$ cat src/rtl/xbus_pkg.sv
package xbus_pkg;
  // oscillator clocks per machine cycle (six states of STATE_CLKS each)
  parameter int CYC_CLKS    = 12;
  parameter int STATE_CLKS  = 2;
  // machine cycles the reset pin must exceed before it is accepted
  parameter int QUAL_CYCLES = 2;
  parameter int SYNC_STAGES = 2;

  typedef struct packed {
    logic fetch;
    logic data;
  } cyc_flags_t;
endpackage

$ cat src/rtl/xbus_rst_qual.sv
module xbus_rst_qual #(
  parameter int SYNC_STAGES = 2,
  parameter int QUAL_LEN    = 25
) (
  input  logic clk,
  input  logic arst_n,
  input  logic pin,
  output logic core_rst
);
  localparam int CW = $clog2(QUAL_LEN + 1);
  localparam logic [CW-1:0] CNT_TOP  = CW'(QUAL_LEN);
  localparam logic [CW-1:0] CNT_FIRE = CW'(QUAL_LEN - 1);

  logic [SYNC_STAGES-1:0] sync_q;
  logic                   pin_s;
  logic [CW-1:0]          hi_cnt;

  generate
    if (SYNC_STAGES == 1) begin : g_one
      always_ff @(posedge clk or negedge arst_n) begin
        if (!arst_n) sync_q <= '0;
        else         sync_q <= pin;
      end
    end else begin : g_many
      always_ff @(posedge clk or negedge arst_n) begin
        if (!arst_n) sync_q <= '0;
        else         sync_q <= {sync_q[SYNC_STAGES-2:0], pin};
      end
    end
  endgenerate

  assign pin_s = sync_q[SYNC_STAGES-1];

  always_ff @(posedge clk or negedge arst_n) begin
    if (!arst_n) begin
      hi_cnt   <= '0;
      core_rst <= 1'b1;
    end else begin
      if (!pin_s)                hi_cnt <= '0;
      else if (hi_cnt != CNT_TOP) hi_cnt <= hi_cnt + 1'b1;
      core_rst <= pin_s && (core_rst || (hi_cnt == CNT_FIRE));
    end
  end
endmodule

$ cat src/rtl/xbus_phase_ctr.sv
module xbus_phase_ctr #(
  parameter int CYC_CLKS = 12,
  localparam int PH_W    = $clog2(CYC_CLKS)
) (
  input  logic            clk,
  input  logic            arst_n,
  input  logic            hold,
  output logic [PH_W-1:0] phase,
  output logic            last
);
  localparam logic [PH_W-1:0] PH_LAST = PH_W'(CYC_CLKS - 1);

  assign last = (phase == PH_LAST);

  always_ff @(posedge clk or negedge arst_n) begin
    if (!arst_n)   phase <= '0;
    else if (hold) phase <= '0;
    else if (last) phase <= '0;
    else           phase <= phase + 1'b1;
  end
endmodule

$ cat src/rtl/xbus_cycle_flags.sv
module xbus_cycle_flags
  import xbus_pkg::*;
(
  input  logic       clk,
  input  logic       arst_n,
  input  logic       load,
  input  logic       fetch_in,
  input  logic       data_in,
  output cyc_flags_t flags
);
  always_ff @(posedge clk or negedge arst_n) begin
    if (!arst_n)   flags <= '0;
    else if (load) flags <= '{fetch: fetch_in, data: data_in};
  end
endmodule

$ cat src/rtl/xbus_strobe_dec.sv
module xbus_strobe_dec
  import xbus_pkg::*;
#(
  parameter int CYC_CLKS   = 12,
  parameter int STATE_CLKS = 2,
  localparam int PH_W      = $clog2(CYC_CLKS)
) (
  input  logic [PH_W-1:0] phase,
  input  cyc_flags_t      flags,
  input  logic            run,
  input  logic            ale_off,
  output logic            ale,
  output logic            psen_n
);
  localparam int HALF = CYC_CLKS / 2;
  localparam int QTR  = HALF / 2;
  // two windows per machine cycle: one starting at 0, one at HALF
  localparam logic [PH_W-1:0] A0_LO = PH_W'(0);
  localparam logic [PH_W-1:0] A0_HI = PH_W'(STATE_CLKS);
  localparam logic [PH_W-1:0] A1_LO = PH_W'(HALF);
  localparam logic [PH_W-1:0] A1_HI = PH_W'(HALF + STATE_CLKS);
  localparam logic [PH_W-1:0] P0_LO = PH_W'(QTR);
  localparam logic [PH_W-1:0] P0_HI = PH_W'(QTR + STATE_CLKS);
  localparam logic [PH_W-1:0] P1_LO = PH_W'(HALF + QTR);
  localparam logic [PH_W-1:0] P1_HI = PH_W'(HALF + QTR + STATE_CLKS);

  logic ale_win0, ale_win1, rd_win0, rd_win1;

  always_comb begin
    ale_win0 = (phase >= A0_LO) && (phase < A0_HI);
    ale_win1 = (phase >= A1_LO) && (phase < A1_HI);
    rd_win0  = (phase >= P0_LO) && (phase < P0_HI);
    rd_win1  = (phase >= P1_LO) && (phase < P1_HI);
    ale      = run && !ale_off && (ale_win0 || (ale_win1 && !flags.data));
    psen_n   = !(run && flags.fetch && !flags.data && (rd_win0 || rd_win1));
  end
endmodule

$ cat src/rtl/xbus_strobe_gen.sv
module xbus_strobe_gen
  import xbus_pkg::*;
#(
  parameter int CYC_CLKS    = xbus_pkg::CYC_CLKS,
  parameter int STATE_CLKS  = xbus_pkg::STATE_CLKS,
  parameter int QUAL_CYCLES = xbus_pkg::QUAL_CYCLES,
  parameter int SYNC_STAGES = xbus_pkg::SYNC_STAGES,
  localparam int PH_W       = $clog2(CYC_CLKS),
  localparam int QUAL_LEN   = QUAL_CYCLES * CYC_CLKS + 1
) (
  input  logic            clk_osc,
  input  logic            arst_n,
  input  logic            rst_pin,
  input  logic            ext_fetch,
  input  logic            ext_data,
  input  logic            ale_off,
  output logic            ale,
  output logic            psen_n,
  output logic [PH_W-1:0] phase,
  output logic            core_rst
);
  logic       cyc_last;
  cyc_flags_t flags;

  xbus_rst_qual #(.SYNC_STAGES(SYNC_STAGES), .QUAL_LEN(QUAL_LEN)) u_rstq (
    .clk(clk_osc), .arst_n(arst_n), .pin(rst_pin), .core_rst(core_rst)
  );

  xbus_phase_ctr #(.CYC_CLKS(CYC_CLKS)) u_ph (
    .clk(clk_osc), .arst_n(arst_n), .hold(core_rst), .phase(phase), .last(cyc_last)
  );

  xbus_cycle_flags u_flags (
    .clk(clk_osc), .arst_n(arst_n), .load(core_rst || cyc_last),
    .fetch_in(ext_fetch), .data_in(ext_data), .flags(flags)
  );

  xbus_strobe_dec #(.CYC_CLKS(CYC_CLKS), .STATE_CLKS(STATE_CLKS)) u_dec (
    .phase(phase), .flags(flags), .run(!core_rst), .ale_off(ale_off),
    .ale(ale), .psen_n(psen_n)
  );
endmodule

$ cat config.mk
export PLATFORM = sky130hd
export DESIGN_NAME = xbus_strobe_gen
export DESIGN_NICKNAME = d
export VERILOG_FILES = /design/src/rtl/xbus_pkg.sv /design/src/rtl/xbus_rst_qual.sv /design/src/rtl/xbus_phase_ctr.sv /design/src/rtl/xbus_cycle_flags.sv /design/src/rtl/xbus_strobe_dec.sv /design/src/rtl/xbus_strobe_gen.sv
export SDC_FILE = /design/constraint.sdc
export NUM_CORES = 1
export LEC_CHECK = 0
export ABC_AREA = 1
export BUFFER_PORTS_ARGS = -buffer_cell sky130_fd_sc_hd__clkbuf_2
export CAP_MARGIN = 10
export CORE_MARGIN = 2
export CORE_UTILIZATION = 57
export DETAILED_ROUTE_END_ITERATION = 6
export HOLD_SLACK_MARGIN = 0.1
export PLACE_DENSITY_LB_ADDON = 0.3
export SKIP_LAST_GASP = 1
export SYNTH_ARGS = -nofsm -noshare
export SYNTH_HDL_FRONTEND = slang
export SYNTH_HIERARCHICAL = 1
export SYNTH_SLANG_ARGS = --single-unit
$ cat constraint.sdc
create_clock -name clk_osc -period 3.6 [get_ports clk_osc]
set_input_delay 0.36 -clock clk_osc [delete_from_list [all_inputs] [get_ports clk_osc]]
set_output_delay 0.36 -clock clk_osc [all_outputs]
set_load 0.02 [all_outputs]
-- Word-level counts from Yosys, hierarchy flattened
Index checks and enable logic that the tools add are counted.
- shift operators: 0
- $add $sub $neg: 2
- $lt $le $gt $ge: 8
- divide/modulo/power cells: 0
- mux-type cells: 4
- bitwise operators: 0
- multiply operators: 0
- reductions and logical operators: 19
- equal/unequal tests: 4
- operator list (kind ; number):
    1-bit logical AND ; 11
    5-bit two-way mux ; 2
    4-bit less-than comparator (second input constant) ; 2
    4-bit two-way mux ; 2
    5-bit by 1-bit adder with 5-bit output (second input constant) ; 1
    5-bit == test (second input constant) ; 1
    5-bit != test (second input constant) ; 1
    4-bit by 1-bit adder with 4-bit output (second input constant) ; 1
    4-bit == test (second input constant) ; 1
    4-bit by 1-bit greater-or-equal comparator with 1-bit output (second input constant) ; 1
    4-bit by 2-bit greater-or-equal comparator with 1-bit output (second input constant) ; 1
    4-bit by 3-bit greater-or-equal comparator with 1-bit output (second input constant) ; 1
    4-bit greater-or-equal comparator (second input constant) ; 1
    1-bit logical NOT ; 4
    1-bit logical OR ; 4
    4-bit by 2-bit less-than comparator with 1-bit output (second input constant) ; 1
    4-bit by 3-bit less-than comparator with 1-bit output (second input constant) ; 1
    2-bit != test (second input constant) ; 1
- memory bits (writable): 0
- bits in read-only memories: 0
- bits in registers: 14
- output and inout bits: 7
- word-level logic and storage cells: 43
- input port bits: 6
- latch bits: 0
- memories kept: 0

-- Longest topological paths before layout
- depth in word-level cells: 5
- depth in mapped cells: 10
- mapped depth without buffers: 10

-- Modules after synthesis
Netlist, hierarchy kept.
- by module, submodules not included (module ; times used ; sequential area each (um2) ; area each (um2) ; cells each):
    xbus_rst_qual ; 1 ; 201.4 ; 400.4 ; 46
    xbus_phase_ctr ; 1 ; 100.1 ; 192.7 ; 22
    xbus_strobe_dec ; 1 ; 0.0 ; 81.3 ; 20
    xbus_cycle_flags ; 1 ; 50.0 ; 76.3 ; 9
    xbus_strobe_gen ; 1 ; 0.0 ; 13.8 ; 3

-- Worst setup path before layout
OpenSTA, ideal clock, no wires.
- path kind: register to output
- from: register u_ph.phase[3]
- to: output ale
- arrival: 1066 ps
- path buffers: 0
- stages on the path, launching flop included: 6
- data required time: 3240 ps
- setup slack: 2174 ps
- cells stage by stage: dfrtp_1 > inv_1 > nand2_1 > nor2_1 > o21ai_0 > nor2_1
- word-level cells in the longest chain between the ends: 5
- elaborated cells on any way between the ends: 9
- classes of those cells: order compare: 4; reduce/logical: 5
- RTL lines (what ; line ; RTL):
    from (decl) ; xbus_phase_ctr.sv:8 ; output logic [PH_W-1:0] phase,
    from (signal assigned) ; xbus_phase_ctr.sv:19 ; else phase <= phase + 1'b1;
    4-bit by 3-bit greater-or-equal comparator with 1-bit output or 4-bit less-than comparator (tied branches) ; xbus_strobe_dec.sv:31 ; ale_win1 = (phase >= A1_LO) && (phase < A1_HI);
    1-bit logical AND ; xbus_strobe_dec.sv:31 ;
    1-bit logical AND ; xbus_strobe_dec.sv:34 ; ale = run && !ale_off && (ale_win0 || (ale_win1 && !flags.data));
    1-bit logical OR * ; xbus_strobe_dec.sv:34 ;
    1-bit logical AND * ; xbus_strobe_dec.sv:34 ;
    to (decl) ; xbus_strobe_gen.sv:17 ; output logic ale,
Mark *: on every way between the ends. The rest lies on a longest branch, timed or not.

-- Final worst setup path
- from: register u_ph.phase[2]
- to: output psen_n
- word-level cells in the longest chain between the ends: 5
- elaborated cells on any way between the ends: 9
- classes of those cells: order compare: 4; reduce/logical: 5
- RTL lines (what ; line ; RTL):
    4-bit by 2-bit greater-or-equal comparator with 1-bit output, or another cell as far along ; xbus_strobe_dec.sv:32 ; rd_win0 = (phase >= P0_LO) && (phase < P0_HI);
    1-bit logical AND, on equally long branches ; xbus_strobe_dec.sv:32, xbus_strobe_dec.sv:33 ;
    1-bit logical OR * ; xbus_strobe_dec.sv:35 ; psen_n = !(run && flags.fetch && !flags.data && (rd_win0 || rd_win1));
    1-bit logical AND * ; xbus_strobe_dec.sv:35 ;
    1-bit logical NOT * ; xbus_strobe_dec.sv:35 ;
    to (decl) ; xbus_strobe_gen.sv:18 ; output logic psen_n,
Marks and branches as above.

==> key figures <==
Synth
  • Register area share after synthesis: 0.460
  • Main synth FF type: dfrtp_1
  • Gate count after technology mapping: 100
  • Synth warn: 6
  • Mapped Avg Cell Area: 7.64 sq um
  • Share of the synthesized area in the top cell type: 0.426
  • Cell accounting for the most synthesized area: dfrtp_1
  • Mapped Area: 764 sq um
  • Register bit total from synthesis: 14
  • Distinct cells, synth: 17
  • Commonest cells in the netlist: nand2_1 (26), inv_1 (19), dfrtp_1 (13), nor2_1 (12), nand3_1 (8)
  • Asr flop ratio synth: 1.00
  • Top cells by area, synth: dfrtp_1 (43%), nand2_1 (13%), inv_1 (9.3%), ha_1 (6.5%), nor2_1 (5.9%)
  • Post-synth EDFFs: 0
  • Top-count cell post-synth: nand2_1
  • Post-synthesis net count: 110

Timing
  • Final Hold Viols: 0
  • Fmax: 594 MHz
  • Final hold slack: 194 ps
  • Slew Viols, Final: 0
  • RSZ-0062 raised after global routing: false
  • Worst slew pin tran: 338 ps
  • Final setup margin: 1920 ps
  • Setup Viol. Count Final: 0
  • Max transition margin: 0.774
  • Period Utilization, post-route: 0.467
  • Clock Skew: 9.53 ps
  • Setup TNS: 0 ps
  • Fin crit period: 1680 ps

Layout
  • FF/Latch Area: 352 sq um
  • Multi-input logic area: 323 sq um
  • Final Util: 0.684
  • Layout cells sized above 1: 0.207
  • Final net count: 127
  • Syn-to-layout area delta: 13.6%
  • ANT cells: 0
  • Filler Cell Count: 103

Drt
  • Remaining DRCs: 0
  • Wire per inst: 10.1 um
  • DR iter-0 viols: 3
  • Number of routed nets with antenna violations: 0
  • Routed via count: 631
  • Routed WL: 1320 um
  • Vias per inst: 4.82
  • Drt pass-1 iters: 2

Pwr
  • Pleak: 0.490 nW
  • Pwr Total: 0.275 mW
  • VDD IR max: 0.000211 V
  • PwrDens: 316 nW/um^2

Critical path
  • Setup crit start kind: flop
  • Arrival @ worst endpoint: 1320 ps
  • CP Cell Sequence: inv_1 > nand2_1 > nand2_1 > nand2_1 > nand2_1 > nand2_1 > clkbuf_2
  • CP max FO: 8
  • Setup Crit Path Kind: flop to output pin
  • Critical Path Most Common Cell: nand2_1
  • Reg2reg start: u_ph/phase[0]
  • Worst Path Required: 3240 ps
  • Worst Setup SP: u_ph/phase[2]
  • Slowest CP cell: dfrtp_1
  • CP Capture Type: output pin
  • Slowest Stage Delay on Critical Path: 480 ps

Clock network
  • Clock Sinks: 14
  • CTS tree: yes
  • Worst-Skew Late Latency: 270 ps
  • CTS root buffer: clkbuf_4
  • Longest Clk Path Bufs: 2
  • CTS buffer count: 3
  • Clock Pin Slew Worst Setup and Hold Paths: 80 ps
  • Setup bufs post-CTS: 0
  • H-tree levels: 1
  • Post-CTS sizing: 0

Floorplan
  • Die area: 1650 sq um
  • Core footprint: 1270 sq um
  • Row count: 13
  • Die height: 40.6 um
  • I/O pin total: 13
  • Starting Density: 0.603
  • Die X: 40.6 um

Hold path
  • Hold Crit Start: rst_pin
  • Type of the tightest min-delay check: input port to flop

Outcome
  • Outcome: finished, final reports clean

Place
  • I/O Buffers: 12
  • DP HPWL: 1030 um
  • Routability Congestion: 0.746
  • Pre-CTS WS: 2220 ps

Global routing
  • First-pass GRT wire length: 2010 um
  • Largest net degree at the start of global routing: 15
  • Total congestion overflow: 0
  • Initial antenna violation count: 0
  • Number of global-route vias before repair: 549
  • All-Layer GR Usage: 0.186

Flow run
  • Max Cap Viol: 0
## sequential cells by signal (all words and copies together), names as in the netlist
register,cells
u_flags/flags,2
u_ph/phase,4
u_rstq/core_rst,1
u_rstq/hi_cnt,5
u_rstq/sync_q,2
## through the flow
step,instance area (sq um),instances
after detailed placement,832,126
after floorplan,764,100
after global routing,868,131
final,868,131
after global placement,832,126
after CTS,868,131
## where the power goes
part	total, mW	internal [mW]	switching [mW]
clock network	0.0867	0.0428	0.0439
registers	0.168	0.162	0.00574
logic	0.0201	0.00854	0.0115
## final cells by class
class / instances / share of cell area
clock buffer: 4 / 0.0303
inverter: 21 / 0.0908
multi-input combinational: 64 / 0.372
sequential: 14 / 0.405
tap: 15 / 0.0216
timing repair buffer: 13 / 0.0807
## path summary, 6_finish.rpt
kind | end | slack [ps] | depth (start not counted)
worst max-delay path | psen_n | 1920 | 7
worst min-delay path | u_rstq/sync_q[0] | 190 | 1
worst max register to register | u_flags/flags[0] | 2250 | 10
worst min register to register | u_rstq/sync_q[1] | 350 | 0
max in group asynchronous | u_rstq/core_rst | 2740 | 2
min in group asynchronous | u_rstq/sync_q[1] | 550 | 2
## what timing repair did
item	CTS	global route
hold buffers	1	0
hold endpoints to repair	13	0
endpoints found under the setup margin	0	0
## layer usage
layer / routed length (um) / vias to the layer above / share of wire / global-route usage
met1: 553 / 288 / 0.42 / 0.175
met3: 38 / 0 / 0.029 / 0.0326
met4: 0 / 0 / 0 / 0.0250
li1: - / 333 / - / -
met5: 0 / - / 0 / 0
met2: 732 / 10 / 0.55 / 0.405
## critical path, delay by kind of cell (launching register included)
family                 cells  cell delay, ps
buffers and inverters      2             250
AND/OR/NAND/NOR            5             330
flip-flops                 1             480
## kinds of logic after synthesis
group | share of synthesized area
compound gates | 0.0360
flops | 0.460
buf+inv | 0.118
fa+ha+maj | 0.0655
xor+xnor | 0.0115
simple gates | 0.309
## cells in the final DEF, fill, tap and decap left out, drive strengths merged
cell,Yosys,final
a21oi,3,3
dfrtp,13,13
dfstp,1,1
nand2,29,29
a21boi,1,1
clkbuf,0,16
o21ai,1,1
ha,4,4
inv,21,21
nor3,1,1
nor2,14,14
xnor2,1,1
nand3,8,8
nand4,2,2
dlygate4sd3,0,1
Power figures use the tool's default switching activity.
